## src/rtl/pfvf_mbox_pkg.sv

```systemverilog
package pfvf_mbox_pkg;
  localparam int WORD_W = 32;
  localparam int LANES  = WORD_W / 8;
  localparam int TO_VF_INT = 0;
  localparam int TO_PF_INT_SHARED = 16;

  // byte-lane merge: host lane beats function lane when both enable it
  function automatic logic [WORD_W-1:0] lane_merge(
    input logic [WORD_W-1:0] cur,
    input logic              a_hit,
    input logic [LANES-1:0]  a_be,
    input logic [WORD_W-1:0] a_data,
    input logic              b_hit,
    input logic [LANES-1:0]  b_be,
    input logic [WORD_W-1:0] b_data
  );
    logic [WORD_W-1:0] res;
    res = cur;
    for (int l = 0; l < LANES; l++) begin
      if (a_hit && a_be[l])      res[l*8 +: 8] = a_data[l*8 +: 8];
      else if (b_hit && b_be[l]) res[l*8 +: 8] = b_data[l*8 +: 8];
    end
    return res;
  endfunction
endpackage

```

## src/rtl/pfvf_mbox_slot.sv

```systemverilog
module pfvf_mbox_slot
  import pfvf_mbox_pkg::*;
#(
  parameter bit SPLIT_MODE = 1'b0
) (
  input  logic              clk,
  input  logic              rst_n,
  input  logic              pf_we,
  input  logic              pf_sel,
  input  logic [LANES-1:0]  pf_be,
  input  logic [WORD_W-1:0] pf_wdata,
  input  logic              vf_we,
  input  logic              vf_sel,
  input  logic [LANES-1:0]  vf_be,
  input  logic [WORD_W-1:0] vf_wdata,
  output logic [WORD_W-1:0] down_word,
  output logic [WORD_W-1:0] up_word,
  output logic              irq_to_vf,
  output logic              irq_to_pf
);
  logic [WORD_W-1:0] w0_q, w0_d;
  logic              w0_en, pf_hit0, vf_hit0;

  assign pf_hit0 = pf_we & ~pf_sel;
  assign vf_hit0 = vf_we & ~vf_sel;

  always_comb begin
    w0_en = pf_hit0 | vf_hit0;
    w0_d  = lane_merge(w0_q, pf_hit0, pf_be, pf_wdata, vf_hit0, vf_be, vf_wdata);
  end

  always_ff @(posedge clk or negedge rst_n) begin
    if (!rst_n)     w0_q <= '0;
    else if (w0_en) w0_q <= w0_d;
  end

  assign down_word = w0_q;
  assign irq_to_vf = w0_q[TO_VF_INT];

  generate
    if (SPLIT_MODE) begin : g_split
      logic [WORD_W-1:0] w1_q, w1_d;
      logic              w1_en, pf_hit1, vf_hit1;
      assign pf_hit1 = pf_we & pf_sel;
      assign vf_hit1 = vf_we & vf_sel;
      always_comb begin
        w1_en = pf_hit1 | vf_hit1;
        w1_d  = lane_merge(w1_q, pf_hit1, pf_be, pf_wdata, vf_hit1, vf_be, vf_wdata);
      end
      always_ff @(posedge clk or negedge rst_n) begin
        if (!rst_n)     w1_q <= '0;
        else if (w1_en) w1_q <= w1_d;
      end
      assign up_word   = w1_q;
      assign irq_to_pf = w1_q[0];


      up_hold_chk: assert property (@(posedge clk) disable iff (!rst_n)
        !((pf_we && pf_sel) || (vf_we && vf_sel)) |=> $stable(up_word));
    end else begin : g_shared
      assign up_word   = '0;
      assign irq_to_pf = w0_q[TO_PF_INT_SHARED];
    end
  endgenerate


  down_hold_chk: assert property (@(posedge clk) disable iff (!rst_n)
    !((pf_we && !pf_sel) || (vf_we && !vf_sel)) |=> $stable(down_word));


  pf_raise_chk: assert property (@(posedge clk) disable iff (!rst_n)
    (pf_we && !pf_sel && pf_be[0] && pf_wdata[0]) |=> irq_to_vf);


  vf_ack_chk: assert property (@(posedge clk) disable iff (!rst_n)
    (vf_we && !vf_sel && vf_be[0] && !vf_wdata[0] && !(pf_we && !pf_sel && pf_be[0]))
    |=> !irq_to_vf);


  pf_wins_chk: assert property (@(posedge clk) disable iff (!rst_n)
    (pf_we && vf_we && !pf_sel && !vf_sel && pf_be[1] && vf_be[1])
    |=> (down_word[15:8] == $past(pf_wdata[15:8])));
endmodule

```

## src/rtl/pfvf_mbox_irq_agg.sv

```systemverilog
module pfvf_mbox_irq_agg #(
  parameter int VF_COUNT = 16
) (
  input  logic [VF_COUNT-1:0] pend,
  output logic [VF_COUNT-1:0] status,
  output logic                irq
);
  assign status = pend;
  assign irq    = |pend;
endmodule

```

## src/rtl/pfvf_mbox.sv

```systemverilog
module pfvf_mbox
  import pfvf_mbox_pkg::*;
#(
  parameter int VF_COUNT   = 16,
  parameter bit SPLIT_MODE = 1'b0,
  localparam int IDX_W = (VF_COUNT > 1) ? $clog2(VF_COUNT) : 1
) (
  input  logic                       clk,
  input  logic                       rst_n,
  input  logic                       pf_we,
  input  logic [IDX_W-1:0]           pf_idx,
  input  logic                       pf_sel,
  input  logic [LANES-1:0]           pf_be,
  input  logic [WORD_W-1:0]          pf_wdata,
  output logic [WORD_W-1:0]          pf_rdata,
  output logic                       pf_irq,
  output logic [VF_COUNT-1:0]        pf_irq_status,
  input  logic [VF_COUNT-1:0]        vf_we,
  input  logic [VF_COUNT-1:0]        vf_sel,
  input  logic [VF_COUNT*LANES-1:0]  vf_be,
  input  logic [VF_COUNT*WORD_W-1:0] vf_wdata,
  output logic [VF_COUNT*WORD_W-1:0] vf_rdata,
  output logic [VF_COUNT-1:0]        vf_irq
);
  // reset: asserted asynchronously, released after two edges
  logic rst_meta_q, rst_sync_n;
  always_ff @(posedge clk or negedge rst_n) begin
    if (!rst_n) begin
      rst_meta_q <= 1'b0;
      rst_sync_n <= 1'b0;
    end else begin
      rst_meta_q <= 1'b1;
      rst_sync_n <= rst_meta_q;
    end
  end

  logic [WORD_W-1:0]   down_w [VF_COUNT];
  logic [WORD_W-1:0]   up_w   [VF_COUNT];
  logic [VF_COUNT-1:0] pend_to_pf;

  for (genvar i = 0; i < VF_COUNT; i++) begin : g_slot
    logic pf_we_i;
    assign pf_we_i = pf_we && (pf_idx == IDX_W'(i));

    pfvf_mbox_slot #(.SPLIT_MODE(SPLIT_MODE)) u_slot (
      .clk      (clk),
      .rst_n    (rst_sync_n),
      .pf_we    (pf_we_i),
      .pf_sel   (pf_sel),
      .pf_be    (pf_be),
      .pf_wdata (pf_wdata),
      .vf_we    (vf_we[i]),
      .vf_sel   (vf_sel[i]),
      .vf_be    (vf_be[i*LANES +: LANES]),
      .vf_wdata (vf_wdata[i*WORD_W +: WORD_W]),
      .down_word(down_w[i]),
      .up_word  (up_w[i]),
      .irq_to_vf(vf_irq[i]),
      .irq_to_pf(pend_to_pf[i])
    );

    assign vf_rdata[i*WORD_W +: WORD_W] = vf_sel[i] ? up_w[i] : down_w[i];


    iso_chk: assert property (@(posedge clk) disable iff (!rst_sync_n)
      !(pf_we_i || vf_we[i]) |=> ($stable(down_w[i]) && $stable(up_w[i])));
  end

  always_comb begin
    pf_rdata = '0;
    for (int k = 0; k < VF_COUNT; k++) begin
      if (pf_idx == IDX_W'(k)) pf_rdata = pf_sel ? up_w[k] : down_w[k];
    end
  end

  pfvf_mbox_irq_agg #(.VF_COUNT(VF_COUNT)) u_agg (
    .pend  (pend_to_pf),
    .status(pf_irq_status),
    .irq   (pf_irq)
  );


  reset_quiet_chk: assert property (@(posedge clk)
    !rst_sync_n |=> (vf_irq == '0 && !pf_irq) || !$past(rst_n));
endmodule

```

## config.mk

```make
export PLATFORM = sky130hd
export DESIGN_NAME = pfvf_mbox
export DESIGN_NICKNAME = d
export VERILOG_FILES = /design/src/rtl/pfvf_mbox_pkg.sv /design/src/rtl/pfvf_mbox_slot.sv /design/src/rtl/pfvf_mbox_irq_agg.sv /design/src/rtl/pfvf_mbox.sv
export SDC_FILE = /design/constraint.sdc
export NUM_CORES = 2
export LEC_CHECK = 0
export ABC_AREA = 1
export BUFFER_PORTS_ARGS = -buffer_cell sky130_fd_sc_hd__buf_2
export CORE_AREA = 5 5 470 472
export DETAILED_ROUTE_END_ITERATION = 10
export DIE_AREA = 0 0 475 477
export HOLD_SLACK_MARGIN = 0.1
export PLACE_DENSITY = 0.42
export SLEW_MARGIN = 20
export SYNTH_ARGS = -nofsm -noshare
export SYNTH_HDL_FRONTEND = slang
export SYNTH_SLANG_ARGS = --single-unit
```

## constraint.sdc

```tcl
create_clock -name clk -period 48.5 [get_ports clk]
set_input_delay 9.7 -clock clk [delete_from_list [all_inputs] [get_ports clk]]
set_output_delay 9.7 -clock clk [all_outputs]
set_load 0.02 [all_outputs]
```

==> flow_metrics.py <==
metrics = {
    "run_status": {
        "status": "complete, no violations",
    },
    "placement": {
        "portBuffers": 1228,
        "pre_cts_slack_ns": 25.76,
        "hpwl_mm": 250,
        "place_area_um2": 40000,
        "gp_congestion": 0.965,
    },
    "synth": {
        "ys_types": 24,
        "syn_nets": 5020,
        "syn-cell-area_um2": 30900,
        "async_reset_ff_share_pct": 100,
        "synth_edf_count": 0,
        "synthFlopType": "dfrtp_1",
        "syn_inst": 4368,
        "avgSynthCellArea_um2": 7.08,
        "ys_seq_elements": 514,
        "synth_warnings": 0,
        "yosysSeqAreaShare_pct": 41.6,
    },
    "sta": {
        "fin_crit_sh_pct": 47.1,
        "fin_crit_ns": 22.87,
        "slew_headroom_pct": 21.3,
        "setup_violations": 0,
        "fmax_mhz": 43.7,
        "skew_ns": 0.0284,
        "rsz0062_at_grt": "false",
        "setup_ws_ns": 25.63,
        "slew_violations": 0,
        "worstMarginPinSlew_ns": 1.18,
        "setup_tns_ns": 0,
        "final_hold_viol_count": 0,
    },
    "final_layout": {
        "syn_to_final_growth_pct": 37.2,
        "nNetsFinal": 6102,
        "num-fill-cells": 24900,
        "stdcell_area_um2": 42500,
        "layout_common_cells": "buf_2 (1,227), nor2_1 (1,013), inv_1 (638)",
        "final_core_util_pct": 19.6,
        "final_common_cell": "buf_2",
        "layout-drive-gt1-share_pct": 26.4,
    },
    "detailed_routing": {
        "dr.pass1.iters": 6,
        "drt_iter0_markers": 3919,
        "routed_via_density": 4.73,
        "wirelength_mm": 298,
        "vias": 39800,
        "drc_errors": 0,
        "wl_per_cell_um": 35.5,
        "ant_nets": 0,
    },
    "clocking": {
        "cts_buffers": 73,
        "post_cts_resized": 0,
        "cts_tree": "yes",
        "htree_levels": 3,
        "cts_root_buf": "clkbuf_16",
        "clock_latency_ns": 0.72,
        "postCtsSetupBuffers": 0,
        "hold_buffers": 0,
        "clockBufferDepth": 3,
        "cts.reportedPaths.clkPinSlew_ns": 0.06,
        "clock_sinks": 514,
    },
    "floorplanning": {
        "core_um2": 216000,
        "dieWidth_um": 475,
        "start_util_pct": 14.3,
        "fp.dieH_um": 477,
        "dieArea_um2": 227000,
        "num_rows": 171,
        "num_io_pins": 1229,
    },
    "power_and_ir_drop": {
        "pwr-share-clk_pct": 34.0,
        "power_frac_seq_pct": 34.6,
        "p_int_uw": 948,
        "swShare_pct": 41.9,
        "power.density_nw_per_um2": 38.4,
        "p_sw_uw": 683,
        "power.leakage_nw": 21.2,
        "ir_drop_v": 0.0000255,
        "pwr-share-comb_pct": 31.4,
    },
    "critical_path": {
        "reg2reg_slack_ns": 45.09,
        "crit_path_end_kind": "primary output",
        "cpPeakStageDelay_ns": 0.71,
        "r2r-end": "g_slot[1].u_slot.down_word[24]",
        "crit_fanout": 77,
        "slowest_stage": "buf_4",
        "worstReg2RegStart": "rst_sync_n",
        "critPathRequiredTime_ns": 38.80,
        "start_kind": "input port",
        "crit_path_cell_trace": "buf_4 > buf_4 > nor2_1 > nand3_1 > nand4_1 > nor2_1 > nand4_1 > nor2_1 > nand4_1 > nor2_1 > nand4_1 > buf_2",
        "cp.arrival_ns": 13.17,
        "critPathKind": "in2out",
        "worstRegToRegCells": 3,
    },
    "global_route": {
        "first_global_vias": 38700,
        "grt_max_degree": 126,
        "grt_usage_pct": 25.1,
        "overflow": 0,
        "antenna_found_initial": 110,
        "grt_pass1_wl_mm": 382,
    },
    "hold_path": {
        "hold_path.class": "reg2reg",
        "hold_end": "rst_sync_n",
        "hold_depth": 0,
        "min_from": "rst_meta_q",
    },
    "run": {
        "max-cap-violations": 0,
    },
}
==> state kept, by name (all words and copies together), names as in the netlist <==
name and count:
rst_meta_q 1, g_slot.u_slot.down_word 512, rst_sync_n 1
==> cell usage after synthesis, drive strengths merged (4+ instances only) <==
cell type	count	share of area (%)
a221oi	131	3.7
buf	59	1.2
dfrtp	514	42
nor2	1037	13
nand2	602	7.3
nor3	64	1.1
nand3	594	9.6
nor4	4	0.081
clkbuf	216	2.6
nand4	131	2.7
inv	675	8.2
o221ai	250	7.1
and3	7	0.14
o211ai	82	2.0
==> worst max-delay path, delay by kind of cell <==
kind | cells | cell delay, ns
simple gates | 9 | 1.90
buf+inv | 3 | 1.42
==> stage by stage <==
step / total power [mW] / hold slack [ns] / cells
detailed placement: 1.08 / 0.340 / 8229
global placement: 1.08 / 0.338 / 8229
global route: 1.69 / 0.365 / 8378
finish: 1.63 / 0.351 / 8412
CTS: 1.65 / 0.353 / 8358
floorplan: 0.795 / 0.331 / 4368
==> kinds of logic after synthesis <==
logic type / Yosys count / synth area share (%)
buf+inv: 951 / 12.0
compound gates: 463 / 12.8
other cells: 1 / 0.0121
simple gates: 2439 / 33.6
flops: 514 / 41.6
==> how the worst max path moves through the flow <==
stage,startpoint,to,cells past startpoint
floorplan,pf_sel,pf_rdata[10],12
global placement,pf_sel,pf_rdata[4],12
detailed placement,pf_sel,pf_rdata[0],12
CTS,pf_sel,pf_rdata[0],12
global route,pf_sel,pf_rdata[2],12
finish,pf_sel,pf_rdata[5],12
==> cell type report <==
cell class	count	area (um^2)	area share (%)
Clock buffer	111	2110	4.97
Timing Repair Buffer	1282	6570	15.5
Multi-Input combinational cell	2903	14400	34.0
Tap cell	2854	3570	8.41
Inverter	676	2540	5.98
Clock inverter	18	246	0.581
Sequential cell	514	12900	30.3
Antenna cell	54	135	0.318
==> metal layers <==
layer	up-vias	global-route usage (%)	part of all wire, %	wire, um
li1	16800	-	-	-
met5	-	0	0.15	437
met4	72	10.7	4.9	14600
met3	452	6.76	8.7	25900
met2	2307	39.4	44	132000
met1	20100	32.5	42	125000
==> power by group through the flow <==
| stage | clock [mW] | combinational (mW) | sequential [mW] |
|---|---|---|---|
| after floorplan | 0 | 0.250 | 0.545 |
| after global placement | 0 | 0.512 | 0.571 |
| after detailed placement | 0 | 0.512 | 0.571 |
| after CTS | 0.569 | 0.514 | 0.563 |
| after global routing | 0.581 | 0.539 | 0.570 |
| final | 0.555 | 0.512 | 0.564 |
No activity file was read; power rests on OpenSTA's default activity.
